<file path="src/rtl/page_rights_pkg.sv">
package page_rights_pkg;

    typedef enum logic [1:0] {
        ACC_NONE  = 2'd0,
        ACC_READ  = 2'd1,
        ACC_WRITE = 2'd2,
        ACC_EXEC  = 2'd3
    } acc_e;

    typedef enum logic [3:0] {
        FLT_NONE   = 4'd0,
        FLT_IMISS  = 4'd1,
        FLT_DMISS  = 4'd2,
        FLT_PID    = 4'd3,
        FLT_IPROT  = 4'd4,
        FLT_DRIGHT = 4'd5,
        FLT_DIRTY  = 4'd6,
        FLT_BREAK  = 4'd7,
        FLT_PREF   = 4'd8
    } fault_e;

    localparam int unsigned BIT_R = 0;
    localparam int unsigned BIT_W = 1;
    localparam int unsigned BIT_X = 2;

    function automatic logic [2:0] need_mask(acc_e a);
        unique case (a)
            ACC_READ:  need_mask = 3'b001;
            ACC_WRITE: need_mask = 3'b010;
            ACC_EXEC:  need_mask = 3'b100;
            default:   need_mask = 3'b000;
        endcase
    endfunction

endpackage

</file>
<file path="src/rtl/page_rights_eval.sv">
module page_rights_eval #(
    parameter int unsigned PRIV_W = 2
) (
    input  logic [PRIV_W-1:0] cur_priv,
    input  logic [PRIV_W-1:0] pl1,
    input  logic [PRIV_W-1:0] pl2,
    input  logic [2:0]        type_code,
    output logic [2:0]        mask
);
    import page_rights_pkg::*;

    logic can_r;
    logic can_w;
    logic can_x;

    always_comb begin
        can_r = (cur_priv <= pl1);
        can_w = (cur_priv <= pl2);
        can_x = (pl2 <= cur_priv) && (cur_priv <= pl1);
    end

    always_comb begin
        mask = '0;
        unique case (type_code)
            3'd0: mask[BIT_R] = can_r;
            3'd1: begin
                mask[BIT_R] = can_r;
                mask[BIT_W] = can_w;
            end
            3'd2: begin
                mask[BIT_R] = can_r;
                mask[BIT_X] = can_x;
            end
            3'd3: begin
                mask[BIT_R] = can_r;
                mask[BIT_W] = can_w;
                mask[BIT_X] = can_x;
            end
            default: mask[BIT_X] = can_x;
        endcase
    end
endmodule

</file>
<file path="src/rtl/page_rights_pid.sv">
module page_rights_pid #(
    parameter int unsigned NUM_PID = 4,
    parameter int unsigned PID_W   = 32,
    parameter int unsigned AID_W   = 18
) (
    input  logic                     chk_en,
    input  logic [NUM_PID*PID_W-1:0] pid_regs,
    input  logic [AID_W-1:0]         aid,
    output logic                     hit
);
    localparam int unsigned KEY_W = AID_W + 1;

    logic [PID_W-1:0]   key;
    logic [NUM_PID-1:0] eq;

    always_comb key = PID_W'({aid, 1'b1});

    for (genvar k = 0; k < NUM_PID; k++) begin : g_cmp
        always_comb eq[k] = (pid_regs[k*PID_W +: PID_W] == key);
    end

    always_comb hit = chk_en && (aid != '0) && (|eq);

    initial begin
        if (KEY_W > PID_W) $error("page_rights_pid: PID_W too narrow");
    end
endmodule

</file>
<file path="src/rtl/page_rights_chain.sv">
module page_rights_chain (
    input  page_rights_pkg::acc_e   acc,
    input  logic [2:0]              base_mask,
    input  logic                    pid_hit,
    input  logic                    dirty,
    input  logic                    brk,
    input  logic                    trap,
    output logic [2:0]              mask,
    output page_rights_pkg::fault_e fault
);
    import page_rights_pkg::*;

    logic [2:0] pid_mask;
    logic [2:0] dbt_mask;
    fault_e     dbt_fault;

    always_comb begin
        pid_mask = base_mask;
        if (pid_hit) pid_mask[BIT_W] = 1'b0;
    end

    // dirty, break, trap in rising precedence
    always_comb begin
        dbt_mask  = pid_mask;
        dbt_fault = FLT_NONE;
        if (!dirty) begin
            if (acc == ACC_WRITE) dbt_fault = FLT_DIRTY;
            dbt_mask[BIT_W] = 1'b0;
        end
        if (brk) begin
            if (acc == ACC_WRITE) dbt_fault = FLT_BREAK;
            dbt_mask[BIT_W] = 1'b0;
        end
        if (trap) begin
            if (acc != ACC_EXEC) dbt_fault = FLT_PREF;
            dbt_mask = dbt_mask & 3'b100;
        end
    end

    always_comb begin
        mask  = pid_mask;
        fault = FLT_NONE;
        if (pid_hit && acc == ACC_WRITE) begin
            fault = FLT_PID;
        end else if (acc == ACC_NONE) begin
            fault = FLT_NONE;
        end else if ((pid_mask & need_mask(acc)) == 3'b000) begin
            fault = (acc == ACC_EXEC) ? FLT_IPROT : FLT_DRIGHT;
        end else begin
            mask  = dbt_mask;
            fault = dbt_fault;
        end
    end
endmodule

</file>
<file path="src/rtl/page_rights_check.sv">
module page_rights_check #(
    parameter int unsigned VA_W    = 32,
    parameter int unsigned PA_W    = 32,
    parameter int unsigned PRIV_W  = 2,
    parameter int unsigned AID_W   = 18,
    parameter int unsigned PID_W   = 32,
    parameter int unsigned NUM_PID = 4
) (
    input  logic [1:0]               acc_type,
    input  logic [PRIV_W-1:0]        cur_priv,
    input  logic                     xlate_en,
    input  logic                     pid_chk_en,
    input  logic [NUM_PID*PID_W-1:0] pid_regs,
    input  logic [VA_W-1:0]          va,
    input  logic                     ent_miss,
    input  logic [VA_W-1:0]          ent_va_start,
    input  logic [PA_W-1:0]          ent_pa_base,
    input  logic [PRIV_W-1:0]        ent_pl1,
    input  logic [PRIV_W-1:0]        ent_pl2,
    input  logic [2:0]               ent_type,
    input  logic [AID_W-1:0]         ent_aid,
    input  logic                     ent_dirty,
    input  logic                     ent_break,
    input  logic                     ent_trap,
    output logic [PA_W-1:0]          pa_out,
    output logic [2:0]               perm_mask,
    output logic                     fault_valid,
    output logic [3:0]               fault_code
);
    import page_rights_pkg::*;

    acc_e       acc;
    logic [2:0] rng_mask;
    logic       pid_hit;
    logic [2:0] hit_mask;
    fault_e     hit_fault;
    logic [VA_W-1:0] offset;
    fault_e     fault_sel;

    always_comb acc = acc_e'(acc_type);

    page_rights_eval #(.PRIV_W(PRIV_W)) eval_i (
        .cur_priv  (cur_priv),
        .pl1       (ent_pl1),
        .pl2       (ent_pl2),
        .type_code (ent_type),
        .mask      (rng_mask)
    );

    page_rights_pid #(.NUM_PID(NUM_PID), .PID_W(PID_W), .AID_W(AID_W)) pid_i (
        .chk_en   (pid_chk_en),
        .pid_regs (pid_regs),
        .aid      (ent_aid),
        .hit      (pid_hit)
    );

    page_rights_chain chain_i (
        .acc       (acc),
        .base_mask (rng_mask),
        .pid_hit   (pid_hit),
        .dirty     (ent_dirty),
        .brk       (ent_break),
        .trap      (ent_trap),
        .mask      (hit_mask),
        .fault     (hit_fault)
    );

    always_comb offset = va - ent_va_start;

    always_comb begin
        if (!xlate_en) begin
            pa_out    = PA_W'(va);
            perm_mask = 3'b111;
            fault_sel = FLT_NONE;
        end else if (ent_miss) begin
            pa_out    = '0;
            perm_mask = 3'b000;
            fault_sel = (acc == ACC_EXEC) ? FLT_IMISS : FLT_DMISS;
        end else begin
            pa_out    = ent_pa_base + PA_W'(offset);
            perm_mask = hit_mask;
            fault_sel = hit_fault;
        end
    end

    always_comb begin
        fault_code  = fault_sel;
        fault_valid = (fault_sel != FLT_NONE);
    end
endmodule

</file>
<file path="config.mk">
export PLATFORM = sky130hd
export DESIGN_NAME = page_rights_check
export DESIGN_NICKNAME = d
export VERILOG_FILES = /design/src/rtl/page_rights_pkg.sv /design/src/rtl/page_rights_eval.sv /design/src/rtl/page_rights_pid.sv /design/src/rtl/page_rights_chain.sv /design/src/rtl/page_rights_check.sv
export SDC_FILE = /design/constraint.sdc
export NUM_CORES = 1
export LEC_CHECK = 0
export ABC_AREA = 1
export CAP_MARGIN = 0
export CELL_PAD_IN_SITES_DETAIL_PLACEMENT = 0
export CELL_PAD_IN_SITES_GLOBAL_PLACEMENT = 1
export CORE_ASPECT_RATIO = 1.25
export CORE_UTILIZATION = 24
export DETAILED_ROUTE_END_ITERATION = 6
export GPL_ROUTABILITY_DRIVEN = 0
export PLACE_DENSITY_LB_ADDON = 0.1
export SLEW_MARGIN = 5
export SYNTH_ARGS = -nofsm -noshare
export SYNTH_HDL_FRONTEND = slang
export SYNTH_SLANG_ARGS = --single-unit
</file>
<file path="constraint.sdc">
create_clock -name vclk -period 5.2
set_input_delay 1.3 -clock vclk [all_inputs]
set_output_delay 1.3 -clock vclk [all_outputs]
set_load 0.02 [all_outputs]
</file>
==> metrics.yaml <==
period_minus_slack_ps: 5186
max_stage_delay_ps: 530
vdd_drop_max_v: 0.00005870
min_from: "va[11]"
fmax_mhz: 192.8
placed_cells: 1636
p_per_area_nw_per_um2: 157.3
placed_area_um2: 9077
fp.dieW_um: 130.5
grt_pass1_wl_mm: 35.06
dp_hpwl_mm: 19.63
firstDrtPassIters: 4
overflow: 0
cellLeakagePower_nw: 5.181
period_share_pct: 99.74
slowest_stage: "fa_1"
slew_headroom_pct: 47.12
drc: 0
cp.required_ps: 3900
synth_area_um2: 4955
cpMostUsedCell: "inv_1"
first_global_vias: 7529
io_pins: 299
register_area_um2: 0
netlist_top_cells_area: "nand2_1 (20%), inv_1 (19%), fa_1 (13%), nor2_1 (9.4%), ha_1 (9.1%)"
grt_use_met1_pct: 20.89
hold_viol_final: 0
antenna_found_initial: 0
nFlopsAndLatches: 0
cp.buffers_inverters: 5
holdPathEnd: "pa_out[11]"
use_met3_pct: 4.008
hold_path.class: "primary input to output port"
wirelength_mm: 22.25
power_w: 0.001582
synth_top_area_share_pct: 20.00
syn_to_final_growth_pct: 103.0
crit_chain: "clkdlybuf4s50_1 > inv_1 > fa_1 > inv_1 > ha_4 > nand2_1 > inv_1 > nand3_1 > nor3_2 > nand2_1 > o21ai_2 > a21oi_1 > o21ai_0 > o21ai_0 > buf_4"
finalNonFillerCells: 1667
start_util_pct: 24.56
cp-end-kind: "output port"
routedWlPerCell_um: 13.35
layout-drive-gt1-share_pct: 27.85
path_max_fanout: 6
nets: 1725
drt_first_iter_violations: 160
crit_arrival_ps: 3890
drv_slew: 0
rsz0062_at_grt: "yes"
finalSetupViolCount: 0
core-area_um2: 20170
synth.distinct_cells: 43
rows: 58
dr_total_vias: 7200
grt_use_total_pct: 20.94
place_ws_ps: -918.6
timing.max_cap.violations: 0
fin_ws_ps: 13.75
die_h_um: 162.6
hold_ws_ps: 2963
min_path_cells: 4
synth_area_per_cell_um2: 5.140
synth_top_area_cell: "nand2_1"
syn_inst: 964
antennaDiodeCount: 0
crit_family: "buffers and inverters"
syn_nets: 1290
vias_per_cell: 4.319
yosysSeqAreaShare_pct: 0
met2_usage_pct: 42.86
path_class: "primary input to output port"
grt_max_degree: 33
clock_buffers: 0
port_buffers: 299
grt-busiest-layer: "met2"
status: "complete, no violations"
startpoint_type: "primary input"
route.antenna.remaining_nets: 0
final_cell_area_um2: 10060
die_area_um2: 21230
yosysWarningCount: 0
max_slew.worst_pin.slew_ps: 792.3
metal layers:
layer  routed length [µm]  share of wire [%]
met5                    0                  0
met4                  656                2.9
met3                 1452                6.5
met2                12010                 54
met1                 8126                 37
layout make-up:
cell class         instances  area [µm²]
inverters                260       978.4
repair buffers           440        3944
multi-input cells        697        4796
fillers                 2159       10120
well taps                270       337.8
where the power goes:
group / switching, W / internal (W) / leakage (nW)
Clock: 0 / 0 / 0
Combinational: 0.000760 / 0.000821 / 5.18
Sequential: 0 / 0 / 0
Total: 0.000760 / 0.000821 / 5.18
synth_stat cells, drive strengths merged:
cell / number
nand3b: 2
a22o: 1
inv: 260
fa: 31
nand2: 270
xor2: 2
nor3b: 1
or2: 3
o211ai: 3
o21ai: 88
clkbuf: 6
o21a: 6
a21o: 2
nor3: 5
a21boi: 3
o21bai: 3
xnor2: 3
o22ai: 11
nor2: 124
a2bb2oi: 1
a21oi: 54
a211o: 1
nand4: 5
and2: 1
nand3: 25
o221ai: 4
buf: 1
nor4: 4
ha: 36
a31oi: 8
layout by cell type (no fill, tap or decap), drive strengths merged, types with 2 or more instances in the layout:
cell type        n
o21ai           88
ha              36
o21bai           3
xor2             2
nor4             4
clkdlybuf4s50  200
o211ai           3
fa              31
nand3           25
a21boi           3
clkbuf           6
or2              3
o21a             6
a21oi           54
o22ai           11
buf            165
xnor2            3
nand4            5
nor3             5
nand3b           2
clkdlybuf4s15    6
o221ai           4
nand2          270
inv            260
dlygate4sd2     53
nor2           124
a31oi            8
dlymetal6s2s    10
a21o             2
cell families after synthesis:
kind of cell | synth area share, %
AO/OA/AOI/OAI | 21.54
XOR/XNOR | 0.8840
adder cells (fa/ha/maj) | 21.62
buffers and inverters | 20.28
AND/OR/NAND/NOR | 35.68
per-stage QoR:
stage | setup TNS [ps] | utilization, %
floorplan | 0 | -
global placement | -18940 | 45.00
detailed placement | -19640 | 45.00
CTS | 0 | 48.28
global route | -763.1 | 49.85
finish | 0 | 49.85
what timing repair did:
action,4_1_cts,5_1_grt
gates cloned,0,0
gates resized for setup,356,98
setup endpoints to repair,29,30
pin swaps,99,53
setup buffers,22,9
hold buffers,0,0
worst max-delay path by stage:
stage,end,slack [ps],from,depth (start not counted)
floorplan,pa_out[22],320,va[1],16
global placement,pa_out[22],-890,va[1],18
detailed placement,pa_out[22],-920,va[1],18
CTS,pa_out[27],1,ent_va_start[15],15
global route,pa_out[30],-190,va[26],15
finish,pa_out[30],10,va[26],15
(Power assumes the default switching activity.)
